===== config.mk =====
export PLATFORM = sky130hd
export DESIGN_NAME = pm_status_reg
export DESIGN_NICKNAME = d
export VERILOG_FILES = /design/src/rtl/pm_status_pkg.sv /design/src/rtl/pm_sync.sv /design/src/rtl/pm_evt_qual.sv /design/src/rtl/pm_stat_regs.sv /design/src/rtl/pm_status_reg.sv
export SDC_FILE = /design/constraint.sdc
export NUM_CORES = 1
export LEC_CHECK = 0
export BUFFER_PORTS_ARGS = -buffer_cell sky130_fd_sc_hd__buf_2
export CORE_MARGIN = 3
export CORE_UTILIZATION = 43
export CTS_BUF_LIST = sky130_fd_sc_hd__clkbuf_16
export CTS_CLUSTER_DIAMETER = 80
export DETAILED_ROUTE_END_ITERATION = 10
export GPL_TIMING_DRIVEN = 0
export PLACE_DENSITY = 0.76
export SLEW_MARGIN = 20
export SYNTH_ARGS = -nofsm -noshare
export SYNTH_HDL_FRONTEND = slang
export SYNTH_SLANG_ARGS = --single-unit

===== constraint.sdc =====
create_clock -name clk_i -period 1 [get_ports clk_i]
set_input_delay 0.1 -clock clk_i [delete_from_list [all_inputs] [get_ports clk_i]]
set_output_delay 0.1 -clock clk_i [all_outputs]
set_load 0.02 [all_outputs]

===== src/rtl/pm_status_pkg.sv =====
package pm_status_pkg;

    typedef enum logic [1:0] {
        QS_BLOCKED = 2'b00,
        QS_READY   = 2'b01,
        QS_ACTIVE  = 2'b10
    } qual_state_t;

    localparam int STAT_W   = 8;
    localparam int BIT_INIT = 7;
    localparam int LOCK_HI  = 6;
    localparam int LOCK_LO  = 5;
    localparam int BIT_BTN  = 4;
    localparam int BIT_TRIP = 3;
    localparam int LOCK_W   = LOCK_HI - LOCK_LO + 1;
    localparam int RSVD_W   = BIT_TRIP;

    localparam logic [1:0] SLP_S0 = 2'b00;
    localparam logic [1:0] SLP_S1 = 2'b01;

    localparam int EVT_BTN  = 0;
    localparam int EVT_TRIP = 1;
    localparam int NUM_EVT  = 2;

endpackage


===== src/rtl/pm_sync.sv =====
module pm_sync #(
    parameter int WIDTH  = 1,
    parameter int STAGES = 2
) (
    input  logic             clk_i,
    input  logic             rst_n_i,
    input  logic [WIDTH-1:0] d_i,
    output logic [WIDTH-1:0] q_o
);

    logic [STAGES-1:0][WIDTH-1:0] stg_q;

    always_ff @(posedge clk_i or negedge rst_n_i) begin
        if (!rst_n_i) begin
            stg_q <= '0;
        end else begin
            stg_q[0] <= d_i;
            for (int i = 1; i < STAGES; i++) begin
                stg_q[i] <= stg_q[i-1];
            end
        end
    end

    assign q_o = stg_q[STAGES-1];

endmodule


===== src/rtl/pm_evt_qual.sv =====
module pm_evt_qual
    import pm_status_pkg::*;
(
    input  logic clk_i,
    input  logic rst_n_i,
    input  logic evt_i,
    input  logic qual_i,
    output logic fire_o
);

    qual_state_t state_q;
    qual_state_t state_d;

    always_ff @(posedge clk_i or negedge rst_n_i) begin
        if (!rst_n_i) begin
            state_q <= QS_BLOCKED;
        end else begin
            state_q <= state_d;
        end
    end

    always_comb begin
        state_d = state_q;
        unique case (state_q)
            QS_BLOCKED: begin
                if (qual_i) begin
                    state_d = evt_i ? QS_ACTIVE : QS_READY;
                end
            end
            QS_READY: begin
                if (!qual_i) begin
                    state_d = QS_BLOCKED;
                end else if (evt_i) begin
                    state_d = QS_ACTIVE;
                end
            end
            QS_ACTIVE: begin
                if (!qual_i) begin
                    state_d = QS_BLOCKED;
                end else if (!evt_i) begin
                    state_d = QS_READY;
                end
            end
            default: state_d = QS_BLOCKED;
        endcase
    end

    always_comb begin
        fire_o = 1'b0;
        unique case (state_q)
            QS_READY:   fire_o = qual_i && evt_i;
            QS_BLOCKED: fire_o = 1'b0;
            QS_ACTIVE:  fire_o = 1'b0;
            default:    fire_o = 1'b0;
        endcase
    end

endmodule


===== src/rtl/pm_stat_regs.sv =====
module pm_stat_regs
    import pm_status_pkg::*;
(
    input  logic              clk_i,
    input  logic              rsm_rst_n_i,
    input  logic              warm_clr_i,
    input  logic              wr_hit_i,
    input  logic [STAT_W-1:0] wdata_i,
    input  logic              set_btn_i,
    input  logic              set_trip_i,
    output logic [STAT_W-1:0] stat_o
);

    logic              init_q;
    logic [LOCK_W-1:0] lock_q;
    logic              btn_q;
    logic              trip_q;

    logic clr_btn;
    logic clr_trip;

    assign clr_btn  = wr_hit_i && wdata_i[BIT_BTN];
    assign clr_trip = wr_hit_i && wdata_i[BIT_TRIP];

    // scratch flag: only the standby-rail reset domain
    always_ff @(posedge clk_i or negedge rsm_rst_n_i) begin
        if (!rsm_rst_n_i) begin
            init_q <= 1'b0;
        end else if (wr_hit_i) begin
            init_q <= wdata_i[BIT_INIT];
        end
    end

    // lock-time select: standby-rail and warm reset domains
    always_ff @(posedge clk_i or negedge rsm_rst_n_i) begin
        if (!rsm_rst_n_i) begin
            lock_q <= '0;
        end else if (warm_clr_i) begin
            lock_q <= '0;
        end else if (wr_hit_i) begin
            lock_q <= wdata_i[LOCK_HI:LOCK_LO];
        end
    end

    // sticky event flags: set beats write-1-clear
    always_ff @(posedge clk_i or negedge rsm_rst_n_i) begin
        if (!rsm_rst_n_i) begin
            btn_q  <= 1'b0;
            trip_q <= 1'b0;
        end else if (warm_clr_i) begin
            btn_q  <= 1'b0;
            trip_q <= 1'b0;
        end else begin
            if (set_btn_i) begin
                btn_q <= 1'b1;
            end else if (clr_btn) begin
                btn_q <= 1'b0;
            end
            if (set_trip_i) begin
                trip_q <= 1'b1;
            end else if (clr_trip) begin
                trip_q <= 1'b0;
            end
        end
    end

    assign stat_o = {init_q, lock_q, btn_q, trip_q, {RSVD_W{1'b0}}};

endmodule


===== src/rtl/pm_status_reg.sv =====
module pm_status_reg
    import pm_status_pkg::*;
#(
    parameter int          ADDR_W      = 8,
    parameter logic [7:0]  REG_ADDR    = 8'hA2,
    parameter int          SYNC_STAGES = 2
) (
    input  logic              clk_i,
    input  logic              rsm_rst_n_i,
    input  logic              warm_rst_n_i,
    input  logic              plt_rst_n_i,
    input  logic              pwr_ok_i,
    input  logic              rst_btn_i,
    input  logic              therm_trip_i,
    input  logic [1:0]        slp_state_i,
    input  logic              lock_ovr_en_i,
    input  logic [1:0]        lock_ovr_i,
    input  logic [ADDR_W-1:0] addr_i,
    input  logic              wr_en_i,
    input  logic [7:0]        wdata_i,
    output logic [7:0]        rdata_o,
    output logic [1:0]        lock_sel_o
);

    localparam int SYNC_W = 6;

    logic [SYNC_W-1:0] raw_vec;
    logic [SYNC_W-1:0] syn_vec;
    logic [1:0]        slp_s;
    logic              plt_n_s;
    logic              pwr_ok_s;
    logic              btn_s;
    logic              trip_s;

    logic [NUM_EVT-1:0] evt_s;
    logic [NUM_EVT-1:0] evt_qual;
    logic [NUM_EVT-1:0] evt_fire;
    logic               btn_fire;
    logic               trip_fire;

    logic              reg_sel;
    logic              wr_hit;
    logic [STAT_W-1:0] stat_q;

    assign raw_vec = {slp_state_i, plt_rst_n_i, pwr_ok_i, rst_btn_i, therm_trip_i};

    pm_sync #(
        .WIDTH (SYNC_W),
        .STAGES(SYNC_STAGES)
    ) u_sync (
        .clk_i  (clk_i),
        .rst_n_i(rsm_rst_n_i),
        .d_i    (raw_vec),
        .q_o    (syn_vec)
    );

    assign {slp_s, plt_n_s, pwr_ok_s, btn_s, trip_s} = syn_vec;

    assign evt_s[EVT_BTN]     = btn_s;
    assign evt_s[EVT_TRIP]    = trip_s;
    assign evt_qual[EVT_BTN]  = pwr_ok_s;
    assign evt_qual[EVT_TRIP] = plt_n_s && ((slp_s == SLP_S0) || (slp_s == SLP_S1));

    for (genvar e = 0; e < NUM_EVT; e++) begin : g_evt
        pm_evt_qual u_qual (
            .clk_i  (clk_i),
            .rst_n_i(rsm_rst_n_i),
            .evt_i  (evt_s[e]),
            .qual_i (evt_qual[e]),
            .fire_o (evt_fire[e])
        );
    end

    assign btn_fire  = evt_fire[EVT_BTN];
    assign trip_fire = evt_fire[EVT_TRIP];

    assign reg_sel = (addr_i == ADDR_W'(REG_ADDR));
    assign wr_hit  = reg_sel && wr_en_i;

    pm_stat_regs u_regs (
        .clk_i      (clk_i),
        .rsm_rst_n_i(rsm_rst_n_i),
        .warm_clr_i (!warm_rst_n_i),
        .wr_hit_i   (wr_hit),
        .wdata_i    (wdata_i),
        .set_btn_i  (btn_fire),
        .set_trip_i (trip_fire),
        .stat_o     (stat_q)
    );

    assign rdata_o    = reg_sel ? stat_q : '0;
    assign lock_sel_o = lock_ovr_en_i ? lock_ovr_i : stat_q[LOCK_HI:LOCK_LO];

endmodule


; ---- Word level (Yosys, flattened, before mapping)
; Index checks and enable logic that the tools add are counted.
[op_classes]
addsub = 0
multipliers = 0
n_div = 0
order_cmp = 0
n_eq_ne = 15
shift = 0
muxes = 26
bitwise = 0
reduce_logical = 12
[op_table]
columns = operator, n
row1 = 2-bit two-way mux, 15
row2 = 3-bit != test (second input constant), 4
row3 = 2-bit case mux with 3 select lines, 2
row4 = 8-bit equality test (second input constant), 1
row5 = 1-bit two-way mux, 8
row6 = 8-bit two-way mux, 1
row7 = 2-bit by 1-bit equality test with 1-bit output (second input constant), 3
row8 = 1-bit logical AND, 6
row9 = 2-bit logical NOT, 3
row10 = 3-bit by 1-bit != test with 1-bit output (second input constant), 2
row11 = 3-bit AND reduction, 2
row12 = 2-bit equality test (second input constant), 2
row13 = 2-bit by 1-bit != test with 1-bit output (second input constant), 2
row14 = 2-bit != test (second input constant), 1
row15 = 1-bit logical OR, 1
[word_totals]
reg_bits = 21
latch_bits = 0
ram_bits = 0
rom_bits = 0
output_inout_bits = 10
elab_cells = 61
memories = 0

; ---- Depth between registers and ports, before layout
[depth]
depth_word = 7
ltp_mapped = 3
mapped_depth_nobuf = 3

; ---- Hierarchy
; A second synthesis with hierarchy kept.
[hier_totals]
cells_unflattened = 83
area_unflattened_um2 = 949.7
[by_module_without_submodules]
columns = module, n_inst, cells_each, area_each_um2
row1 = pm_sync, 1, 18, 345.3
row2 = pm_stat_regs, 1, 23, 245.2
row3 = pm_status_reg, 1, 28, 193.9
row4 = pm_evt_qual, 2, 7, 82.6

; ---- Worst setup path after synthesis
; Ideal clock, no wire load.
[synth_path]
path_type = input port to flip-flop
startpoint = in addr_i[6]
endpoint = reg u_regs.btn_q
arrival_time_ns = 0.925
t_required_ns = 0.873
slack_ns = -0.051
stages = 3
n_path_buf = 0
path_cell_list = or4bb_1 > o31ai_1 > a21oi_1
[synth_between]
elab_chain_cells = 4
[synth_rtl]
columns = element, line
row1 = from (decl), pm_status_reg.sv:18  ; input logic [ADDR_W-1:0] addr_i,
row2 = 8-bit equality test, pm_status_reg.sv:77  ; assign reg_sel = (addr_i == ADDR_W'(REG_ADDR));
row3 = 1-bit logical AND, pm_status_reg.sv:78  ; assign wr_hit = reg_sel && wr_en_i;
row4 = 1-bit logical AND, pm_stat_regs.sv:22  ; assign clr_btn = wr_hit_i && wdata_i[BIT_BTN];
row5 = 3-bit by 1-bit != test with 1-bit output (no line), --
row6 = to (signal assigned), pm_stat_regs.sv:48  ; btn_q <= 1'b0;
row7 = to (signal assigned), pm_stat_regs.sv:51  ; btn_q <= 1'b0;
row8 = to (signal assigned), pm_stat_regs.sv:55  ; btn_q <= 1'b1;
row9 = to (decl), pm_stat_regs.sv:16  ; logic btn_q;
; Every way passes these cells.
; A chain may end at the register's enable or synchronous reset.

; ---- Worst setup path after layout
[layout_path]
startpoint = reg u_regs.lock_q[1]
endpoint = out lock_sel_o[1]
[layout_between]
elab_chain_cells = 1
[layout_rtl]
columns = element, line
row1 = from (decl), pm_stat_regs.sv:15  ; logic [LOCK_W-1:0] lock_q;
row2 = from (signal assigned), pm_stat_regs.sv:41  ; lock_q <= wdata_i[LOCK_HI:LOCK_LO];
row3 = 2-bit two-way mux, pm_status_reg.sv:92  ; assign lock_sel_o = lock_ovr_en_i ? lock_ovr_i : stat_q[LOCK_HI:LOCK_LO];
row4 = to (decl), pm_status_reg.sv:22  ; output logic [1:0] lock_sel_o
; Every way passes these cells.

==> results.md <==
- Initial antenna violation count: 0
- Detail Placement HPWL: 1.01 mm
- Synth Cell Area: between 700 and 800 um2
- Gp weighted congestion: between 0.6 and 0.7
- MaxCap Viol Count: 0
- Post-route worst setup slack: -0.151 ns
- Post-route cell area: 1230 um2
- Failing checks: setup timing
- Period utilization: 115%
- Port buffer count: 31
- Clock skew: 0.00208 ns
- Seq/Total Area, Yosys: 61.9%
- Antenna-violating nets left: 0
- Die ar.: 2330 um2
- Vias in the first global route: 545
- Root Buffer Master: clkbuf_16
- Status: finished with violations
- # diodes: 0
- Initial Utilization: around half
- Placed Area: 961 um2
- Gate Count Post-Synth: 60
- # DRC: 0
- Inserted Clock Buffers: 3
- Mean Syn Cell Area: 12.8 um2
- RSZ-0062 raised after global routing: true
- P per Cell Area: 1440 nW/um2
- Most common cell after layout, fill and taps aside: buf_2
- DIE WIDTH: 48.3 um
- Worst R2R Path Depth: 3
- Routed vias/inst: 4.71
- Total negative slack: -0.427 ns
- Pin count of the biggest net entering global routing: 20
- GR Overflow Total: 0
- Critical path, cell by cell: mux2_4 -> buf_6
- Max VDD drop: 1.36 mV
- Final Max Tran Viols: 0
- Worst-path clk slew: roughly 0.050 ns
- CP startpoint kind: flop
- CP endpoint kind: output port
- Minimum clock period: 1.15 ns
- Critical path type: reg2out
- Slowest CP cell: dfrtp_1
- Yosys warns: 0
- Worst endpoint data arrival time: 1.05 ns
- R2r setup slk: 0.14 ns
- WHS Path Cells: 3
- Final core utilization: 77.2%
- CTS sink cnt: 19
- Leak: 0.627 nW
- I/O pins: 39
- Die H: 48.3 um
- Final setup vio count: 7
- Crit Path Max Fanout: 3
- WHS Endpoint: u_regs.lock_q[1]$_DFFE_PN0P_
- Initial DRT Pass Iterations: 2
- Worst Path Required: roughly 0.9 ns
- Starting DRT DRC Count: 2
- Via count: about 610
- Wire per inst: between 10 and 15 um
- Core Box Area: 1590 um2
- Max Clock Freq: slightly below 900 MHz
- Synth-to-Final Area Change: 60.1%
- Unique masters post-synth: 18
- H-tree levels: 1
- Fraction of layout cells with a size suffix above 1: 48.1%
- CP startpoint: u_regs.lock_q[1]$_DFFE_PN0P_
- Clock Latency Late Sink: 0.24 ns
- Reg-to-Reg Start: u_sync.q_o[5]$_DFF_PN0_
- CTS tree: done
- CP peak stage delay: between 0.3 and 0.4 ns
- Hold crit path type: in2reg
- Final wirelength: 1.61 mm
- Fin nets: 136
- GRT Resource Usage Total: roughly an eighth
- First-pass GRT wire length: 2.12 mm
- Synth Register Bits: 19
- Most frequent cells in the layout: buf_2, dfrtp_1, nand2_1
- CTS max path bufs: 2
- Worst r2r dst: u_regs.trip_q$_DFFE_PN0P_
- Hold path start: wdata_i[6]
- Final hold violations: 0
- Row count: 14
-- how the worst max path moves through the flow --
stage                                 to  slack, ns  cells past startpoint
2_1_floorplan   u_regs.btn_q$_DFFE_PN0P_      -0.05                      3
3_3_place_gp    u_regs.btn_q$_DFFE_PN0P_      -0.25                      4
3_5_place_dp   u_regs.trip_q$_DFFE_PN0P_      -0.27                      4
4_1_cts                    lock_sel_o[1]      -0.15                      2
5_1_grt                    lock_sel_o[1]      -0.17                      2
6_report                   lock_sel_o[1]      -0.15                      2
-- through the flow --
step | setup slack [ns] | hold slack, ns | power (mW) | cells
after global placement | -0.248 | 0.0409 | 0.958 | 117
after global routing | -0.172 | 0.0971 | 1.85 | 130
final | -0.151 | 0.0991 | 1.77 | 130
after CTS | -0.148 | 0.0877 | 1.79 | 129
after floorplan | -0.0490 | -0.196 | 0.884 | 62
after detailed placement | -0.265 | 0.0495 | 0.964 | 117
-- cells in the mapped netlist, drive strengths merged --
master / instances / area share [%]
dfrtp: 19 / 62
nand2: 10 / 4.9
or4b: 1 / 1.8
nor4b: 1 / 3.1
conb: 1 / 0.49
buf: 3 / 2.9
mux2i: 2 / 2.6
and4bb: 1 / 1.6
nand4b: 2 / 2.3
mux2: 3 / 4.4
or4bb: 1 / 1.5
nor2: 2 / 0.98
a21oi: 2 / 1.3
and3: 7 / 5.7
nand3: 1 / 1.3
nor2b: 1 / 0.81
inv: 1 / 0.49
o31ai: 2 / 2.0
-- per-layer routing --
layer	vias up	part of all wire [%]	GRT usage, %
met5	-	0	0
met1	282	38	13.4
met2	32	52	25.5
met3	2	9.6	2.58
met4	0	0.31	6.45
li1	296	-	-
-- registers in the layout, summed over array words and instances, names as in the netlist --
name	cells
g_evt.u_qual.state_q	4
u_regs.btn_q	1
u_regs.init_q	1
u_regs.lock_q	2
u_regs.trip_q	1
u_sync.q_o	5
u_sync.stg_q	5
-- final cells by class --
cell class,instances,area (um2)
Clock inverter,1,3.75
Tap cell,24,30.0
Timing Repair Buffer,40,294
Sequential cell,19,475
Clock buffer,3,75.1
Inverter,1,3.75
Buffer,3,22.5
Fill cell,105,364
Multi-Input combinational cell,39,325
-- where the power goes --
| part | internal, mW | switching, mW | leakage [nW] |
|---|---|---|---|
| Clock | 0.530 | 0.245 | 0.0423 |
| Sequential | 0.802 | 0.0140 | 0.239 |
| Combinational | 0.0991 | 0.0824 | 0.346 |
| Total | 1.43 | 0.342 | 0.627 |
-- what timing repair did --
item                                   in CTS  in global routing
hold buffers                                6                  0
endpoints found under the hold margin      24                  0
setup endpoints to repair                   8                 10
pin swaps                                   2                  5
gates resized for setup                    19                  6
setup buffers                               2                  1
-- cells by family after synthesis --
| family | after synthesis | share of synthesized area, % |
|---|---|---|
| simple gates | 27 | 23.9 |
| buf+inv | 4 | 3.42 |
| mux | 5 | 7.00 |
| other cells | 1 | 0.488 |
| compound gates | 4 | 3.26 |
| flops | 19 | 61.9 |
-- critical path: cells and delay by family (launching register included) --
| kind | cells | cell delay [ns] |
|---|---|---|
| buf+inv | 1 | 0.13 |
| flops | 1 | 0.39 |
| mux | 1 | 0.28 |
(Power assumes the default switching activity.)
